[src/rtl/tpm_pkg.sv]
package tpm_pkg;
    typedef enum logic {
        PH_IDLE = 1'b0,
        PH_RUN  = 1'b1
    } phase_e;

    localparam int SIDE_SRC = 0;
    localparam int SIDE_DST = 1;
    localparam int NSIDES   = 2;
endpackage

[src/rtl/tpm_seek.sv]
// Finds the lowest set mask position at or above 'from' and below 'limit'.
module tpm_seek #(
    parameter int N  = 8,
    parameter int IW = 4
) (
    input  logic [N-1:0]  mask,
    input  logic [IW-1:0] from,
    input  logic [IW-1:0] limit,
    output logic          found,
    output logic [IW-1:0] pos
);
    always_comb begin
        found = 1'b0;
        pos   = '0;
        for (int i = N - 1; i >= 0; i--) begin
            if (mask[i] && (IW'(i) >= from) && (IW'(i) < limit)) begin
                found = 1'b1;
                pos   = IW'(i);
            end
        end
    end
endmodule

[src/rtl/tpm_addr.sv]
// Register number for one side: base plus element index when vector-tagged.
module tpm_addr #(
    parameter int IW     = 4,
    parameter int REG_AW = 7
) (
    input  logic [REG_AW-1:0] base,
    input  logic              is_vec,
    input  logic [IW-1:0]     elem,
    output logic [REG_AW-1:0] regno
);
    always_comb begin
        regno = is_vec ? (base + REG_AW'(elem)) : base;
    end
endmodule

[src/rtl/twin_pred_mover.sv]
module twin_pred_mover #(
    parameter int NELEM  = 8,
    parameter int REG_AW = 7,
    localparam int IW    = $clog2(NELEM + 1)
) (
    input  logic              clk,
    input  logic              rst_n,
    input  logic              start,
    input  logic [REG_AW-1:0] src_base,
    input  logic [REG_AW-1:0] dst_base,
    input  logic              src_vec,
    input  logic              dst_vec,
    input  logic [IW-1:0]     vl,
    input  logic [NELEM-1:0]  src_mask,
    input  logic [NELEM-1:0]  dst_mask,
    output logic              busy,
    output logic              xfer_valid,
    output logic [REG_AW-1:0] xfer_src_reg,
    output logic [REG_AW-1:0] xfer_dst_reg,
    output logic              done
);
    import tpm_pkg::*;

    typedef struct packed {
        phase_e                              phase;
        logic [NSIDES-1:0][NELEM-1:0]        mask;
        logic [NSIDES-1:0][IW-1:0]           idx;
        logic [NSIDES-1:0]                   vec;
        logic [NSIDES-1:0][REG_AW-1:0]       base;
        logic [IW-1:0]                       len;
        logic                                xfer;
        logic [REG_AW-1:0]                   rreg;
        logic [REG_AW-1:0]                   wreg;
        logic                                fin;
    } state_t;

    state_t st_q, st_d;

    logic [NSIDES-1:0]              hit;
    logic [NSIDES-1:0][IW-1:0]      pos;
    logic [NSIDES-1:0][REG_AW-1:0]  regno;

    for (genvar s = 0; s < NSIDES; s++) begin : g_side
        tpm_seek #(.N(NELEM), .IW(IW)) u_seek (
            .mask  (st_q.mask[s]),
            .from  (st_q.idx[s]),
            .limit (st_q.len),
            .found (hit[s]),
            .pos   (pos[s])
        );
        tpm_addr #(.IW(IW), .REG_AW(REG_AW)) u_addr (
            .base   (st_q.base[s]),
            .is_vec (st_q.vec[s]),
            .elem   (pos[s]),
            .regno  (regno[s])
        );
    end

    always_comb begin
        st_d      = st_q;
        st_d.xfer = 1'b0;
        st_d.fin  = 1'b0;
        unique case (st_q.phase)
            PH_IDLE: begin
                if (start) begin
                    st_d.phase          = PH_RUN;
                    st_d.idx            = '0;
                    st_d.len            = vl;
                    st_d.mask[SIDE_SRC] = src_mask;
                    st_d.mask[SIDE_DST] = dst_mask;
                    st_d.vec[SIDE_SRC]  = src_vec;
                    st_d.vec[SIDE_DST]  = dst_vec;
                    st_d.base[SIDE_SRC] = src_base;
                    st_d.base[SIDE_DST] = dst_base;
                end
            end
            PH_RUN: begin
                if (&hit) begin
                    st_d.xfer = 1'b1;
                    st_d.rreg = regno[SIDE_SRC];
                    st_d.wreg = regno[SIDE_DST];
                    for (int s = 0; s < NSIDES; s++) begin
                        st_d.idx[s] = st_q.vec[s] ? (pos[s] + IW'(1)) : pos[s];
                    end
                    if (!st_q.vec[SIDE_DST]) begin
                        st_d.phase = PH_IDLE;
                        st_d.fin   = 1'b1;
                    end
                end else begin
                    st_d.phase = PH_IDLE;
                    st_d.fin   = 1'b1;
                end
            end
            default: st_d.phase = PH_IDLE;
        endcase
    end

    always_ff @(posedge clk) begin
        if (!rst_n) begin
            st_q <= '0;
        end else begin
            st_q <= st_d;
        end
    end

    assign busy         = (st_q.phase == PH_RUN);
    assign xfer_valid   = st_q.xfer;
    assign xfer_src_reg = st_q.rreg;
    assign xfer_dst_reg = st_q.wreg;
    assign done         = st_q.fin;
endmodule

[config.mk]
export PLATFORM = sky130hd
export DESIGN_NAME = twin_pred_mover
export DESIGN_NICKNAME = d
export VERILOG_FILES = /design/src/rtl/tpm_pkg.sv /design/src/rtl/tpm_seek.sv /design/src/rtl/tpm_addr.sv /design/src/rtl/twin_pred_mover.sv
export SDC_FILE = /design/constraint.sdc
export NUM_CORES = 1
export LEC_CHECK = 0
export ABC_CLOCK_PERIOD_IN_PS = 7200
export BUFFER_PORTS_ARGS = -buffer_cell sky130_fd_sc_hd__buf_2
export CAP_MARGIN = 20
export CORE_UTILIZATION = 54
export DETAILED_ROUTE_END_ITERATION = 10
export GPL_TIMING_DRIVEN = 0
export HOLD_SLACK_MARGIN = 0.03
export PLACE_DENSITY = 0.84
export REMOVE_ABC_BUFFERS = 1
export SYNTH_ARGS = -nofsm -noshare
export SYNTH_HDL_FRONTEND = slang
export SYNTH_HIERARCHICAL = 1
export SYNTH_SLANG_ARGS = --single-unit
[constraint.sdc]
create_clock -name clk -period 7.2 [get_ports clk]
set_input_delay 1.08 -clock clk [delete_from_list [all_inputs] [get_ports clk]]
set_output_delay 1.08 -clock clk [all_outputs]
set_load 0.005 [all_outputs]
==> metrics.txt <==
Worst Hold End=xfer_dst_reg[6]; critical path launch point type=register; Worst-path clk slew=80 ps; Commonest cells post-synth=nand2_1 (112), dfxtp_1 (61), a21boi_1 (56), buf_4 (19), inv_1 (15); Die Y=85.6 µm; Mapped Cells=465; Skew-Pair Late Insertion Delay=350 ps; layout cell share with drive strength beyond 1=0.187; reg-to-reg endpoint=xfer_dst_reg[4]; crit-path most repeated cell=o31ai_1; Global Route Usage Sum=0.233; count of pins over their slew limit=0; clock root buffer=clkbuf_8; Via Count=3337; worst endpoint data arrival time=between 3000 and 4000 ps; #FFs+latches synth=61; worst rel slew slack=0.395; cell family with most CP delay=compound AO/OA/AOI/OAI gates; synthesized area=roughly 3800 µm²; min-delay src=xfer_dst_reg[6]; row count=30; internal power=0.595 mW; gr ovfl total=0; maximum clock insertion buffer count=2; kind of end point of the critical path=register; Main synth FF type=dfxtp_1; share of Yosys cell area claimed by the top area cell type=0.323; max_cap viols=0; switch share=0.268; setup total negative slack=0 ps; Synth cell types=49; IO Port Bufs=55; first-pass GRT wire length=13.9 mm; Synth warnings=6; Slowest-stage cell, CP=dfxtp_1; sequential fraction of the synthesis area=0.323; Synth area leader=dfxtp_1; P_sw=0.218 mW; critical path peak fanout=11; Die X=roughly 86 µm; ANT nets after route=0; endpoints failing hold=0; Seq pwr share=0.451; post-route clock period utilization=0.463; most frequent cell after synthesis=nand2_1; Fill cells=627; H-tree Lvls=3; post-CTS setup buffer count=0; Placed Area=3900 µm²; total power=just over 0.8 mW; buffers plus inverters on the worst setup path=1; # hold bufs at CTS=0; core area=6760 µm²; vias in the first global route=3185; DP HPWL=5.23 mm; CTS tree=done; layout net count=544; Placed Cells=between 500 and 600; I/O Pins=56; Worst Clk Skew=roughly 11 ps; crit path kind=register to register; status=finished clean; RSZ-0062 raised after global routing=false; endpoints failing setup=0; pwr/cell area=197 nW/µm²; Post-synth EDFFs=0; f_max=approximately 0.30 GHz; worst IR drop on VDD=0.149 mV; critical path, cell by cell=and3_1, a31oi_1, or3_4, o31ai_1, inv_1, fa_1, nor2b_1, o31ai_1, xnor2_1, nand2_1, a21boi_1; combinational fraction of design power=0.129; initial core utilization=0.559; Tightest Hold Check Type=register to register; routed len/inst=13.4 µm; syn_area_per_cell=8.12 µm²; Worst-Margin Slew=between 900 and 1000 ps; reg2reg start=st_q[16]; initial antenna violation count=0; DRC Markers=0; final instance area=4120 µm²; routed vias/inst=5.77; Non-Filler Instances=578; clock network fraction of total power=0.420; Post-CTS Resized=0; die footprint=7330 µm²; ant diodes=0; final core utilization=0.610; slowest stage delay, CP=between 600 and 700 ps; Async S/R FF share, synth=0; min cycle time layout=3330 ps; Leak=around 1.6 nW; Inserted Clock Buffers=9; largest net degree at the start of global routing=62; Detailed Routing Iterations Pass 1=4; Routed WL=7.74 mm; Worst Reg-to-Reg Cells=11; setup slack, reg-to-reg=3870 ps; clk sink count=between 60 and 70; critical path required time=~7500 ps; max FFs per register=44; area grow syn2layout=9.18%; hold path cells=2; DRT iter0 DRCs=173; routability cong.=between 0.8 and 0.9; largest cells by area after synthesis=dfxtp_1 (32%), a21boi_1 (11%), nand2_1 (11%)
cell usage in the layout (no fill, tap or decap), drive strengths merged, types with 10 or more instances in the layout:
master / count
nor2b: 10
o21ai: 12
a21boi: 60
dfxtp: 61
buf: 55
nand4: 10
inv: 19
ha: 10
nand2: 112
nand3: 11
tightest hold or removal path, stage by stage (launching register included):
cell and delay [ps]:
dfxtp_1 310, nand2_1 50, a21boi_1 50
worst max-delay path by stage:
stage,start,endpoint,slack (ps),cells past startpoint
after floorplan,st_q[16],xfer_src_reg[4],4430,11
after global placement,start,st_q[18],3620,4
after detailed placement,st_q[16],xfer_dst_reg[4],3890,11
after CTS,st_q[16],xfer_dst_reg[4],3870,11
after global routing,st_q[16],xfer_src_reg[4],3560,11
final,st_q[16],xfer_dst_reg[4],3870,11
power by group through the flow:
stage / Clock, mW / Sequential, mW / Combinational [mW]
finish: 0.342 / 0.367 / 0.105
floorplan: 0 / 0.369 / 0.0743
detailed placement: 0 / 0.374 / 0.104
global route: 0.364 / 0.369 / 0.119
global placement: 0 / 0.373 / 0.0999
CTS: 0.348 / 0.366 / 0.105
cells by family after synthesis:
kind of cell	share of synthesized area
XOR/XNOR	0.0232
other	0.00199
buffers and inverters	0.0858
AND/OR/NAND/NOR	0.247
AO/OA/AOI/OAI	0.246
flip-flops	0.323
multiplexers	0.0285
adder cells (fa/ha/maj)	0.0437
area by class of cell:
cell class | count | area (µm²) | share of cell area
Clock buffer | 9 | 124 | 0.0300
Clock inverter | 7 | 97.6 | 0.0237
Inverter | 17 | 63.8 | 0.0155
Multi-Input combinational cell | 349 | 2240 | 0.544
Sequential cell | 61 | 1220 | 0.296
Tap cell | 80 | 100 | 0.0243
Timing Repair Buffer | 55 | 275 | 0.0668
routing by layer:
metal / vias to the layer above / global-route usage / part of all wire
met2: 87 / 0.408 / 0.48
met1: 1562 / 0.284 / 0.46
met4: 0 / 0.0636 / 0.0081
li1: 1681 / - / -
met5: - / 0 / 0
met3: 7 / 0.0616 / 0.054
stage by stage:
step	hold slack (ps)	setup WS, ps
final	454	3870
after global routing	478	3560
after CTS	458	3870
after detailed placement	446	3890
after global placement	440	3620
after floorplan	430	4430
Note: power is estimated with default switching activity, not from simulation.
